File: config.mk
export PLATFORM = sky130hd
export DESIGN_NAME = flash_cmd_decoder
export DESIGN_NICKNAME = d
export VERILOG_FILES = /design/src/rtl/flash_cmd_decoder.sv
export SDC_FILE = /design/constraint.sdc
export NUM_CORES = 1
export LEC_CHECK = 0
export CAP_MARGIN = 20
export CORE_UTILIZATION = 46
export CTS_CLUSTER_SIZE = 12
export DETAILED_ROUTE_END_ITERATION = 16
export PLACE_DENSITY = 0.78
export SLEW_MARGIN = 20
export SYNTH_ARGS = -nofsm -noshare
export SYNTH_HDL_FRONTEND = slang
export SYNTH_SLANG_ARGS = --single-unit
File: constraint.sdc
create_clock -name clk -period 1.9 [get_ports clk]
set_input_delay 0.475 -clock clk [delete_from_list [all_inputs] [get_ports clk]]
set_output_delay 0.475 -clock clk [all_outputs]
set_load 0.005 [all_outputs]
File: src/rtl/flash_cmd_decoder.sv
module flash_cmd_decoder #(
  parameter int ADDR_W  = 16,
  parameter int WIN_CYC = 12500
) (
  input  logic              clk,
  input  logic              rst_n,
  input  logic              wr_en,
  input  logic [ADDR_W-1:0] wr_addr,
  input  logic [7:0]        wr_data,
  input  logic              op_done,
  output logic              prog_req,
  output logic              sect_req,
  output logic              erase_go,
  output logic              chip_req,
  output logic              susp_req,
  output logic              resume_req,
  output logic              reset_req,
  output logic [ADDR_W-1:0] op_addr,
  output logic [7:0]        op_data,
  output logic [1:0]        mode
);
  localparam int CW = $clog2(WIN_CYC + 1);

  typedef enum logic [3:0] {
    S_RD, S_U1, S_U2, S_PSET, S_E1, S_E2, S_E3,
    S_ACC, S_PBUSY, S_CBUSY, S_EBUSY, S_SUSP
  } st_t;

  st_t st;
  logic [CW-1:0] cnt;

  wire a555  = wr_addr[10:0] == 11'h555;
  wire a2aa  = wr_addr[10:0] == 11'h2AA;
  wire d_f0  = wr_data == 8'hF0;
  wire d_30  = wr_data == 8'h30;
  wire d_b0  = wr_data == 8'hB0;
  wire k_aa  = wr_en && a555 && wr_data == 8'hAA;
  wire k_55  = wr_en && a2aa && wr_data == 8'h55;

  always_comb begin
    case (st)
      S_RD:                                mode = 2'd0;
      S_ACC, S_PBUSY, S_CBUSY, S_EBUSY:    mode = 2'd2;
      S_SUSP:                              mode = 2'd3;
      default:                             mode = 2'd1;
    endcase
  end

  always_ff @(posedge clk or negedge rst_n) begin
    if (!rst_n) begin
      st <= S_RD;
      cnt <= '0;
      {prog_req, sect_req, erase_go, chip_req, susp_req, resume_req, reset_req} <= '0;
      op_addr <= '0;
      op_data <= '0;
    end else begin
      {prog_req, sect_req, erase_go, chip_req, susp_req, resume_req, reset_req} <= '0;
      case (st)
        S_RD:
          if (wr_en && d_f0) reset_req <= 1'b1;
          else if (k_aa) st <= S_U1;
        S_U1, S_E1, S_E2, S_U2, S_E3:
          if (wr_en) begin
            st <= S_RD;
            if (st == S_U1 && k_55) st <= S_U2;
            else if (st == S_E1 && k_aa) st <= S_E2;
            else if (st == S_E2 && k_55) st <= S_E3;
            else if (st == S_U2 && a555 && wr_data == 8'hA0) st <= S_PSET;
            else if (st == S_U2 && a555 && wr_data == 8'h80) st <= S_E1;
            else if (st == S_E3 && d_30) begin
              st <= S_ACC;
              sect_req <= 1'b1;
              op_addr <= wr_addr;
              cnt <= '0;
            end else if (st == S_E3 && a555 && wr_data == 8'h10) begin
              st <= S_CBUSY;
              chip_req <= 1'b1;
            end else if (d_f0) reset_req <= 1'b1;
          end
        S_PSET:
          if (wr_en) begin
            st <= S_PBUSY;
            prog_req <= 1'b1;
            op_addr <= wr_addr;
            op_data <= wr_data;
          end
        S_ACC:
          if (wr_en && d_30) begin
            sect_req <= 1'b1;
            op_addr <= wr_addr;
            cnt <= '0;
          end else if (wr_en && d_f0) begin
            reset_req <= 1'b1;
            st <= S_RD;
          end else if (cnt == CW'(WIN_CYC - 1)) begin
            erase_go <= 1'b1;
            st <= S_EBUSY;
          end else cnt <= cnt + 1'b1;
        S_PBUSY, S_CBUSY, S_EBUSY:
          if (op_done) st <= S_RD;
          else if (wr_en && d_f0) begin
            reset_req <= 1'b1;
            st <= S_RD;
          end else if (wr_en && d_b0 && st == S_EBUSY) begin
            susp_req <= 1'b1;
            st <= S_SUSP;
          end
        S_SUSP:
          if (wr_en && d_f0) reset_req <= 1'b1;
          else if (wr_en && d_30) begin
            resume_req <= 1'b1;
            st <= S_EBUSY;
          end
        default: st <= S_RD;
      endcase
    end
  end

  assert_one_req_R11: assert property (@(posedge clk) disable iff (!rst_n)
    $onehot0({prog_req, sect_req, erase_go, chip_req, susp_req, resume_req, reset_req}));

  assert_prog_busy_R2: assert property (@(posedge clk) disable iff (!rst_n)
    prog_req |-> mode == 2'd2 && $past(mode) == 2'd1);

  assert_go_from_busy_R5: assert property (@(posedge clk) disable iff (!rst_n)
    erase_go |-> mode == 2'd2 && $past(mode) == 2'd2);

  assert_window_bound_R5: assert property (@(posedge clk) disable iff (!rst_n)
    cnt < CW'(WIN_CYC));

  assert_busy_holds_R7: assert property (@(posedge clk) disable iff (!rst_n)
    $past(mode) == 2'd2 && !$past(wr_en) && !$past(op_done) |-> mode == 2'd2);

  assert_susp_mode_R8: assert property (@(posedge clk) disable iff (!rst_n)
    susp_req |-> mode == 2'd3 && $past(mode) == 2'd2);

  assert_resume_mode_R9: assert property (@(posedge clk) disable iff (!rst_n)
    resume_req |-> mode == 2'd2 && $past(mode) == 2'd3);

  assert_reset_dest_R10: assert property (@(posedge clk) disable iff (!rst_n)
    reset_req |-> mode == 2'd0 || mode == 2'd3);
endmodule

# Word level (Yosys, flattened, before mapping)
# Index checks and enable logic that the tools add are counted.
# classes
reduce_logical	28
n_eq_ne	40
add_sub_neg	1
n_mux	85
# ops
cell	n
$mux W16	9
$mux W14	10
$mux W4	19
$pmux W16 S3	1
$mux W1	41
$eq A8 B8 Y1 const B	5
$ne A2 B2 Y1 const B	14
$pmux W14 S2	1
$pmux W4 S6	1
$reduce_and A10 Y1	2
$logic_and A1 B1 Y1	17
$eq A4 B3 Y1 const B	4
$eq A4 B4 Y1 const B	4
$add A14 B1 Y14 const B	1
$eq A14 B14 Y1 const B	1
$eq A11 B10 Y1 const B	1
$eq A11 B11 Y1 const B	1
$ne A3 B3 Y1 const B	3
$reduce_and A9 Y1	1
$eq A4 B2 Y1 const B	2
$eq A8 B5 Y1 const B	1
$eq A8 B6 Y1 const B	1
$eq A8 B7 Y1 const B	1
$pmux W2 S3	1
other kinds (12)	12
# totals
out_inout_bits	33
in_bits	28
regBits	49

# Depth between registers and ports, before layout
# Gate-level depths: netlist (run 1).
# logic_depth
ltp_word	12
depth_mapped	7

# Least setup slack after synthesis (run 1)
# No wires, ideal clock.
# synth_timing
path_type	input -> register
from	in wr_addr[1]
to	reg st[1]
path_stages	6
slack_ns	-0.275
t_arrival_ns	2.047
setup_ns	0.128
path_cell_list	or4b_4 nor4_2 nand2_1 a221o_1 o21bai_4 mux2_1
# synth_via
elab_chain_len	10
word_cells_on_any_way	21
cone_classes	3 x eq/ne; 7 x mux; 11 x reduce/logical
# synth_lines
element	line	text
from (decl)	8	input logic [ADDR_W-1:0] wr_addr,
$eq A11 B11 Y1	32	wire a555 = wr_addr[10:0] == 11'h555;
$logic_and A1 B1 Y1	68, 69	
$logic_and A1 B1 Y1	69	else if (st == S_U2 && a555 && wr_data == 8'h80) st <= S_E1;
$mux W4	69	
$mux W4	68	else if (st == S_U2 && a555 && wr_data == 8'hA0) st <= S_PSET;
$mux W4	67	else if (st == S_E2 && k_55) st <= S_E3;
$mux W4	66	else if (st == S_E1 && k_aa) st <= S_E2;
$mux W4	65	if (st == S_U1 && k_55) st <= S_U2;
$mux W4	63	if (wr_en) begin
$pmux W4 S6	58	case (st)
to (signal assigned)	64	st <= S_RD;
to (signal assigned)	65	
to (signal assigned)	66	
to (decl)	29	st_t st;
# Several ways; a longest one is shown, not always the timed one. The select of a mux whose other input is x is not followed.
# A chain may end at the register's enable or synchronous reset.

# Worst setup path in the final report (run 1)
# layout_timing
from	reg cnt[10]
to	reg st[1]
# layout_via
elab_chain_len	3
# layout_lines
element	line	text
from (decl)	30	logic [CW-1:0] cnt;
from (signal assigned)	98	end else cnt <= cnt + 1'b1;
$eq A14 B14 Y1	95	end else if (cnt == CW'(WIN_CYC - 1)) begin
$ne A3 B3 Y1 (no line)	--	
$reduce_and A9 Y1 (no line)	--	
to (signal assigned)	94	st <= S_RD;
to (signal assigned)	97	st <= S_EBUSY;
to (signal assigned)	100	if (op_done) st <= S_RD;
# Every way passes these cells.

==> flow_summary.json, run 1 <==
{
  "status": "finished, violations left",
  "violations": "setup timing",
  "core_um2": 5640,
  "start_util_pct": 49.2,
  "fillers": 296,
  "fin_skew_ns": 0.00360,
  "cts_made_buffers": 5,
  "critical_path_class": "flop to flop",
  "critPathTopFamily": "simple AND/OR/NAND/NOR gates",
  "setup_viol": 21,
  "worst_slack_ns": -0.288,
  "io_pins": 61,
  "drive_gt1_share_pct": 46.1,
  "track_usage_pct": 31.0,
  "synth-main-ff-cell": "dfrtp_1",
  "dr.pass1.iters": 5,
  "cts.sinks": 49,
  "clockBufferDepth": 2,
  "vias_per_cell": 5.97,
  "period_share_pct": 115,
  "max-slew-margin-rel_pct": 71.2,
  "hold_viol_final": 0,
  "cts-root-buf": "clkbuf_8",
  "fmax_ghz": 0.457,
  "min_period_ns": 2.19,
  "syn_area_um2": 2770,
  "antenna_left": 0,
  "layout.cells.non_filler": 519,
  "worstPathMaxFanout": 3,
  "cp_num_buf_inv": 0,
  "hp-class": "primary input to async pin",
  "cts_tree": "built",
  "dp_cells": 486,
  "start_kind": "flop",
  "grt_max_degree": 50,
  "synth_warnings": 0,
  "fp-row-count": 27,
  "synth-edff-count": 0,
  "synthTopCellsByArea": "dfrtp_1 44%, mux2_2 6.5%, nand2_1 6.5%",
  "grt_pass1_vias": 3122,
  "antenna_found_initial": 0,
  "grt_pass1_wl_um": 14900,
  "ir_worst_vdd_v": 0.000617,
  "netlist_instances": 278,
  "yosysSeqAreaShare_pct": 44.2,
  "yosysTopAreaCell": "dfrtp_1",
  "htreeDepth": 2,
  "nets": 475,
  "critPathSlowestCell": "nor4_1",
  "arrival_ns": 2.39,
  "die_width_um": 79.7,
  "cp_num_cells": 6,
  "n_antenna_cell": 0,
  "syn_nets": 307,
  "ff2ff_path_depth": 6,
  "insertion_delay_ns": 0.31,
  "clk_pin_slew_ns": 0.09,
  "cap_viol_max_count": 0,
  "crit_path_max_incr_delay_ns": 0.42,
  "drc": 0,
  "drt-wirelength-per-cell_um": 19.8,
  "max_slew.worst_pin.slew_ns": 0.428,
  "synth_top_area_share_pct": 44.2,
  "ys_ff_latch": 49,
  "areaGrowthSynthToFinish_pct": 68.7,
  "synth.distinct_cells": 62,
  "ys_async_sr_fraction_pct": 100,
  "vias": 3097,
  "place.detailed.hpwl_um": 6210,
  "slew_violations": 0,
  "p_leak_nw": 2.15,
  "crit_chain": "nor4_1 > and4_4 > nor3_1 > a221o_1 > o21bai_4 > mux2_4",
  "dieArea_um2": 6340,
  "critPathCaptureType": "flop",
  "portBuffers": 60,
  "finalWirelength_um": 10300,
  "gp_congestion": 0.922,
  "whs_ns": 0.123,
  "drt-initial-drc-count": 260,
  "required_ns": 2.10,
  "power_density_nw_per_um2": 931,
  "rsz0062_at_grt": "true",
  "overflow": 0,
  "syn_area_per_cell_um2": 9.98,
  "fp.dieH_um": 79.7
}
## path summary, 6_finish.rpt
check                           start  slack (ns)          to
max                           cnt[10]       -0.29       st[1]
min                             rst_n        0.12      cnt[4]
max reg2reg                   cnt[10]       -0.29       st[1]
min reg2reg                op_data[4]        0.48  op_data[4]
max in group asynchronous       rst_n        1.52       st[1]
min in group clk           wr_addr[3]        0.40  op_addr[3]
## metal layers
metal / wire length (um) / up-vias / global-route usage, %
met5: 0 / - / 0
met4: 431 / 0 / 14.5
met3: 682 / 50 / 5.26
met2: 5050 / 157 / 51.5
met1: 4100 / 1519 / 38.9
li1: - / 1371 / -
## synthesized netlist by cell type, drive strengths merged, types with 4 or more instances
master and count:
xor2 8, nor2 16, nand2 48, and3 6
nand4 9, o211ai 6, mux2 19, nor4 8
dfrtp 49, nor2b 4, buf 11, inv 4
a21oi 8, nor3 9, nor4b 4, nand3 15
nand4b 6
## cell type report
| type | instances | area [um^2] | share of cell area (%) |
|---|---|---|---|
| Clock buffer | 7 | 96.3 | 2.06 |
| Clock inverter | 1 | 5.00 | 0.107 |
| Inverter | 5 | 21.3 | 0.454 |
| Multi-Input combinational cell | 213 | 1760 | 37.6 |
| Sequential cell | 49 | 1230 | 26.2 |
| Tap cell | 72 | 90.1 | 1.92 |
| Timing Repair Buffer | 172 | 1480 | 31.6 |
## kinds of logic after synthesis
logic type	synth area share, %
fa+ha+maj	0.451
mux	7.85
flops	44.2
simple gates	32.7
buf+inv	2.98
xor+xnor	2.53
compound gates	9.29
## metrics by stage
step                instance area [um^2]  total power [mW]  setup TNS [ns]  utilization (%)  setup slack (ns)
finish                              4680              4.36           -2.88             83.0            -0.288
global route                        4680              4.51           -4.29             83.0            -0.351
CTS                                 4490              4.08           -1.12             79.6            -0.293
detailed placement                  4150              3.27          -27.79             73.5            -0.829
global placement                    4150              3.25          -25.50             73.5            -0.809
floorplan                           2860              2.31           -2.44                -            -0.265
## cells in the final DEF (no fill, tap or decap), types with 4 or more instances in the layout
cell type / count
dlygate4sd2_1: 8
buf_2: 8
mux2_4: 19
xor2_1: 8
nand4_1: 9
nand3_1: 9
clkdlybuf4s50_1: 37
nand4b_1: 5
buf_6: 18
a21oi_1: 5
nor2_1: 14
dfrtp_1: 47
clkbuf_8: 7
nor3_1: 9
nand2_1: 43
and3_1: 4
o211ai_1: 6
buf_4: 94
nand2_2: 4
## sequential cells by signal, indices dropped and copies added (netlist names)
name        count
chip_req        1
cnt            14
erase_go        1
op_addr        16
op_data         8
prog_req        1
reset_req       1
resume_req      1
sect_req        1
st              4
susp_req        1
## repair_timing
| action | 4_1_cts | 5_1_grt |
|---|---|---|
| hold buffers | 0 | 0 |
| cloned | 2 | 0 |
| pin swaps | 20 | 29 |
| buffers inserted | 15 | 12 |
| setup endpoints to repair | 40 | 39 |
| resized for setup | 88 | 46 |
## power breakdown
part / switching, mW / total, mW / leakage (nW) / internal, mW
combinational: 0.886 / 2.20 / 1.44 / 1.31
sequential: 0.173 / 1.46 / 0.659 / 1.28
clock: 0.374 / 0.704 / 0.0542 / 0.330
total: 1.43 / 4.36 / 2.15 / 2.92
(Power assumes the default switching activity.)
==> inputs of run 2 (changes only) <==
- PLACE_DENSITY: 0.78 -> 0.8
==> run 2 against run 1 <==
The run still ends with setup timing left; combinational power shrank 2%; count of clock-buffer cells in the layout shrank 2; routed wire length decreased by 2.8%; die area unchanged; clock power increased by 5.5%; critical endpoint is now st[2]; highest routed layer unchanged.
==> flow_summary.json, run 2 (synthesis gave the netlist of run 1 again) <==
{
  "multi_input_area_um2": 1770,
  "swShare_pct": 32.5,
  "drt-wirelength-per-cell_um": 20.0,
  "fp.dieH_um": 79.7,
  "r2r_start": "st[3]",
  "layout_common_cells": "75 x buf_4, 47 x nand2_1, 47 x dfrtp_1",
  "die_width_um": 79.7,
  "gp_congestion": 0.889,
  "ir_worst_vdd_v": 0.000800,
  "min_period_ns": 2.07,
  "nets": 456,
  "seqPwrFrac_pct": 33.7,
  "fmax_ghz": 0.482,
  "critPathTopFamily": "compound AO/OA/AOI/OAI gates",
  "worst_slack_ns": -0.174,
  "cap_viol_max_count": 0,
  "p_leak_nw": 2.05,
  "reg2reg_to": "st[2]",
  "antenna_left": 0,
  "p_total_mw": 4.36,
  "reg2reg_slack_ns": -0.17,
  "htreeDepth": 2,
  "grt_max_degree": 29,
  "hp-class": "primary input to async pin",
  "layout.cells.non_filler": 499,
  "cts.sinks": 49,
  "place.detailed.hpwl_um": 6210,
  "crit_path_max_incr_delay_ns": 0.44,
  "core_um2": 5640,
  "crit_chain": "buf_6 > o21ba_2 > o2111ai_2 > o211ai_1 > a221o_1 > o21bai_4 > mux2_4",
  "start_kind": "flop",
  "vias_per_cell": 6.06,
  "critPathCaptureType": "flop",
  "seq_area_um2": 1230,
  "start_util_pct": 49.2,
  "max_slew.worst_pin.slew_ns": 0.509,
  "cts_made_buffers": 5,
  "n_antenna_cell": 0,
  "clockBufferDepth": 2,
  "portBuffers": 60,
  "antenna_found_initial": 0,
  "fp-row-count": 27,
  "dr.pass1.iters": 5,
  "period_share_pct": 109,
  "power.internal_mw": 2.94,
  "drive_gt1_share_pct": 42.6,
  "fin_skew_ns": 0.0150,
  "arrival_ns": 2.28,
  "cp_num_buf_inv": 1,
  "vias": 3024,
  "largest_reg_flops": 16,
  "whs_ns": 0.123,
  "overflow": 0,
  "areaGrowthSynthToFinish_pct": 64.8,
  "dieArea_um2": 6340,
  "required_ns": 2.11,
  "critPathSlowestCell": "dfrtp_2",
  "critical_path_class": "flop to flop",
  "insertion_delay_ns": 0.31,
  "power_density_nw_per_um2": 953,
  "power.share.clock_pct": 17.1,
  "drt-initial-drc-count": 237,
  "setup_viol": 19,
  "slew_violations": 0,
  "clk_pin_slew_ns": 0.10,
  "worstPathMaxFanout": 4,
  "track_usage_pct": 30.3,
  "rsz0062_at_grt": "true",
  "cts-root-buf": "clkbuf_8",
  "grt_pass1_wl_um": 14600,
  "fillers": 312,
  "dp_cells": 481,
  "io_pins": 61,
  "hold_viol_final": 0,
  "top_register": "op_addr",
  "combPwrFrac_pct": 49.3,
  "switching_power_mw": 1.42,
  "drc": 0,
  "final_common_cell": "buf_4",
  "grt_pass1_vias": 2999,
  "reg_top3": "op_addr: 16 flops, cnt: 14 flops, op_data: 8 flops",
  "status": "finished, violations left",
  "cts_tree": "built",
  "max-slew-margin-rel_pct": 66.0,
  "finalWirelength_um": 9980,
  "violations": "setup timing",
  "ff2ff_path_depth": 7
}
==> run 2: power by group through the flow <==
stage | combinational [mW] | clock, mW | sequential, mW
after CTS | 1.95 | 0.752 | 1.45
after detailed placement | 1.86 | 0 | 1.46
after global routing | 2.24 | 0.791 | 1.49
after floorplan | 0.854 | 0 | 1.45
after global placement | 1.81 | 0 | 1.45
final | 2.15 | 0.743 | 1.47
==> run 2: cell type report <==
class	count	area share, %
Timing Repair Buffer	153	29.7
Clock inverter	2	0.766
Inverter	5	0.411
Clock buffer	5	1.51
Sequential cell	49	26.9
Multi-Input combinational cell	213	38.7
Tap cell	72	1.97
==> run 2: through the flow <==
stage	TNS [ns]	setup slack, ns	utilization, %	instance area (um^2)
2_1_floorplan	-2.44	-0.265	-	2860
3_3_place_gp	-23.82	-0.796	73.0	4120
3_5_place_dp	-25.45	-0.821	73.0	4120
4_1_cts	-0.899	-0.258	78.3	4420
5_1_grt	-2.45	-0.232	81.0	4570
6_report	-1.64	-0.174	81.0	4570
==> run 2: per-layer routing <==
| layer | GRT usage, % | share of wire, % | up-vias |
|---|---|---|---|
| met5 | 0 | 0 | - |
| met4 | 11.3 | 3.4 | 0 |
| met3 | 4.57 | 6.1 | 39 |
| met2 | 51.5 | 51 | 165 |
| met1 | 38.8 | 39 | 1502 |
| li1 | - | - | 1318 |
==> run 2: how the worst max path moves through the flow <==
stage,slack [ns],cells past startpoint,to,startpoint
floorplan,-0.27,6,st[1],wr_addr[1]
global placement,-0.80,7,st[2],wr_addr[3]
detailed placement,-0.82,7,st[1],wr_addr[3]
CTS,-0.26,7,st[1],wr_addr[5]
global route,-0.23,7,st[2],st[2]
finish,-0.17,7,st[2],st[3]
==> run 2: what timing repair did <==
action,CTS,global route
buffers inserted,8,2
pin swaps,21,25
hold buffers,0,0
endpoints found under the setup margin,40,37
gates resized for setup,80,46
cloned,2,0
==> inputs of run 3 (changes only) <==
- CORE_UTILIZATION: 46 -> 51
- PLACE_DENSITY: 0.8 -> 0.83
- clock period: 1.9 -> 2.1 ns (I/O delays scaled with it)
==> run 3 against run 2 <==
Combinational power down 16%; flip-flop and latch count unchanged; non-clock buffer count down 7; die area shrank 9.6%; the flow still finishes with violations (setup timing); hold slack improved by 0.050 ns; critical endpoint unchanged; cell count shrank 1.6%; final area fell by 5.6%; clock power shrank 25%; highest routed layer unchanged; sequential share of layout area up 1.7 points; register-to-register slack improved by 0.15 ns; largest power group unchanged; core utilization rose by 2.4 points.
==> flow_summary.json, run 3 (synthesis gave the netlist of run 1 again) <==
{
  "status": "finished, violations left",
  "violations": "setup timing",
  "drive_gt1_share_pct": 39.4,
  "clockBufferDepth": 2,
  "post-place-ws_ns": -0.658,
  "antenna_left": 0,
  "ir_worst_vdd_v": 0.000735,
  "overflow": 0,
  "grt_max_degree": 31,
  "insertion_delay_ns": 0.31,
  "fillers": 295,
  "reg_top3": "op_addr: 16 flops, cnt: 14 flops, op_data: 8 flops",
  "largest_reg_flops": 16,
  "vias_per_cell": 5.73,
  "gp_congestion": 0.893,
  "layout_common_cells": "73 x buf_4, 47 x nand2_1, 45 x dfrtp_1",
  "grt_pass1_wl_um": 12500,
  "required_ns": 2.30,
  "drt-initial-drc-count": 207,
  "seq_area_um2": 1230,
  "htreeDepth": 2,
  "finish.utilization_pct": 83.4,
  "clk_pin_slew_ns": 0.09,
  "power_density_nw_per_um2": 851,
  "track_usage_pct": 29.7,
  "hold_viol_final": 0,
  "dr.pass1.iters": 4,
  "cts.sinks": 49,
  "antenna_found_initial": 0,
  "areaGrowthSynthToFinish_pct": 55.5,
  "core_um2": 5170,
  "final_common_cell": "buf_4",
  "rsz0062_at_grt": "true",
  "setup_viol": 3,
  "max_slew.worst_pin.slew_ns": 0.567,
  "fp-row-count": 26,
  "top_register": "op_addr",
  "die_width_um": 75.8,
  "min_period_ns": 2.13,
  "dp_cells": 461,
  "layout.cells.non_filler": 491,
  "cts-root-buf": "clkbuf_8",
  "p_leak_nw": 1.97,
  "cts_tree": "built",
  "place.detailed.hpwl_um": 5850,
  "place_area_um2": 3930,
  "drc": 0,
  "fin_skew_ns": 0.00776,
  "portBuffers": 60,
  "nets": 449,
  "n_antenna_cell": 0,
  "grt_pass1_vias": 2663,
  "vias": 2811,
  "critPathCaptureType": "flop",
  "hold_buffers": 0,
  "fp.dieH_um": 75.8,
  "max-slew-margin-rel_pct": 61.7,
  "stdcell_area_um2": 4310,
  "hp-class": "primary input to async pin",
  "drt-wirelength-per-cell_um": 17.6,
  "io_pins": 61,
  "fin_setup_tns_ns": -0.0694,
  "worstPathMaxFanout": 5,
  "dieArea_um2": 5740,
  "fmax_ghz": 0.471,
  "slew_violations": 0,
  "cts_made_buffers": 5,
  "finalWirelength_um": 8630,
  "cap_viol_max_count": 0,
  "worst_slack_ns": -0.0252,
  "multi_input_area_um2": 1630,
  "critical_path_class": "primary input to flop",
  "period_share_pct": 101,
  "arrival_ns": 2.33,
  "start_util_pct": 53.6,
  "start_kind": "primary input"
}
[run 3: changes by cell type in the layout (fill, tap and decap cells not counted), sizes merged]
cell           change
bufinv             -1
buf               -10
clkbuf             +5
dlymetal6s2s       +1
clkinv             +1
clkdlybuf4s15      -2
[run 3: stage by stage]
step	total power, mW	hold WS [ns]
5_1_grt	3.87	0.201
4_1_cts	3.52	0.177
3_5_place_dp	2.88	0.475
2_1_floorplan	2.02	0.229
6_report	3.67	0.173
3_3_place_gp	2.84	0.460
[run 3: path summary, 6_finish.rpt]
| kind | from | to | slack [ns] | cells past startpoint |
|---|---|---|---|---|
| worst min register to register | op_data[4] | op_data[4] | 0.49 | 2 |
| worst max register to register | st[2] | st[2] | -0.02 | 7 |
| worst max-delay path | wr_data[2] | st[2] | -0.03 | 8 |
| worst min-delay path | rst_n | resume_req | 0.17 | 1 |
| max in group asynchronous | rst_n | st[3] | 1.36 | 2 |
| min in group clk | wr_data[1] | op_data[1] | 0.46 | 3 |
[run 3: critical path, stage by stage]
cell	delay, ns
dlygate4sd2_1	0.27
buf_4	0.17
nor4_4	0.27
buf_4	0.17
nand2_1	0.05
a221o_1	0.37
o21bai_4	0.20
mux2_4	0.31
[run 3: power by group]
part           switching, mW  total [mW]  leakage, nW  internal (mW)
combinational          0.724        1.80         1.27           1.08
clock                  0.323       0.555       0.0450          0.232
sequential             0.155        1.32        0.656           1.16
total                   1.20        3.67         1.97           2.47
[run 3: repair_timing]
item                       in CTS  in global routing
pin swaps                      14                 19
setup endpoints to repair      38                 33
gates resized for setup        57                 41
setup buffers                  11                 11
[run 3: area by class of cell]
class                           count  share of cell area, %
Multi-Input combinational cell    213                   37.8
Timing Repair Buffer              146                   29.2
Sequential cell                    49                   28.5
Tap cell                           70                   2.03
Clock buffer                        6                   1.68
Inverter                            5                  0.435
Clock inverter                      2                  0.232
[run 3: layer usage]
| layer | track usage, % | part of all wire (%) |
|---|---|---|
| met4 | 11.3 | 2.9 |
| met2 | 50.6 | 49 |
| met1 | 37.2 | 44 |
| met3 | 5.69 | 4.3 |
| met5 | 0 | 0 |
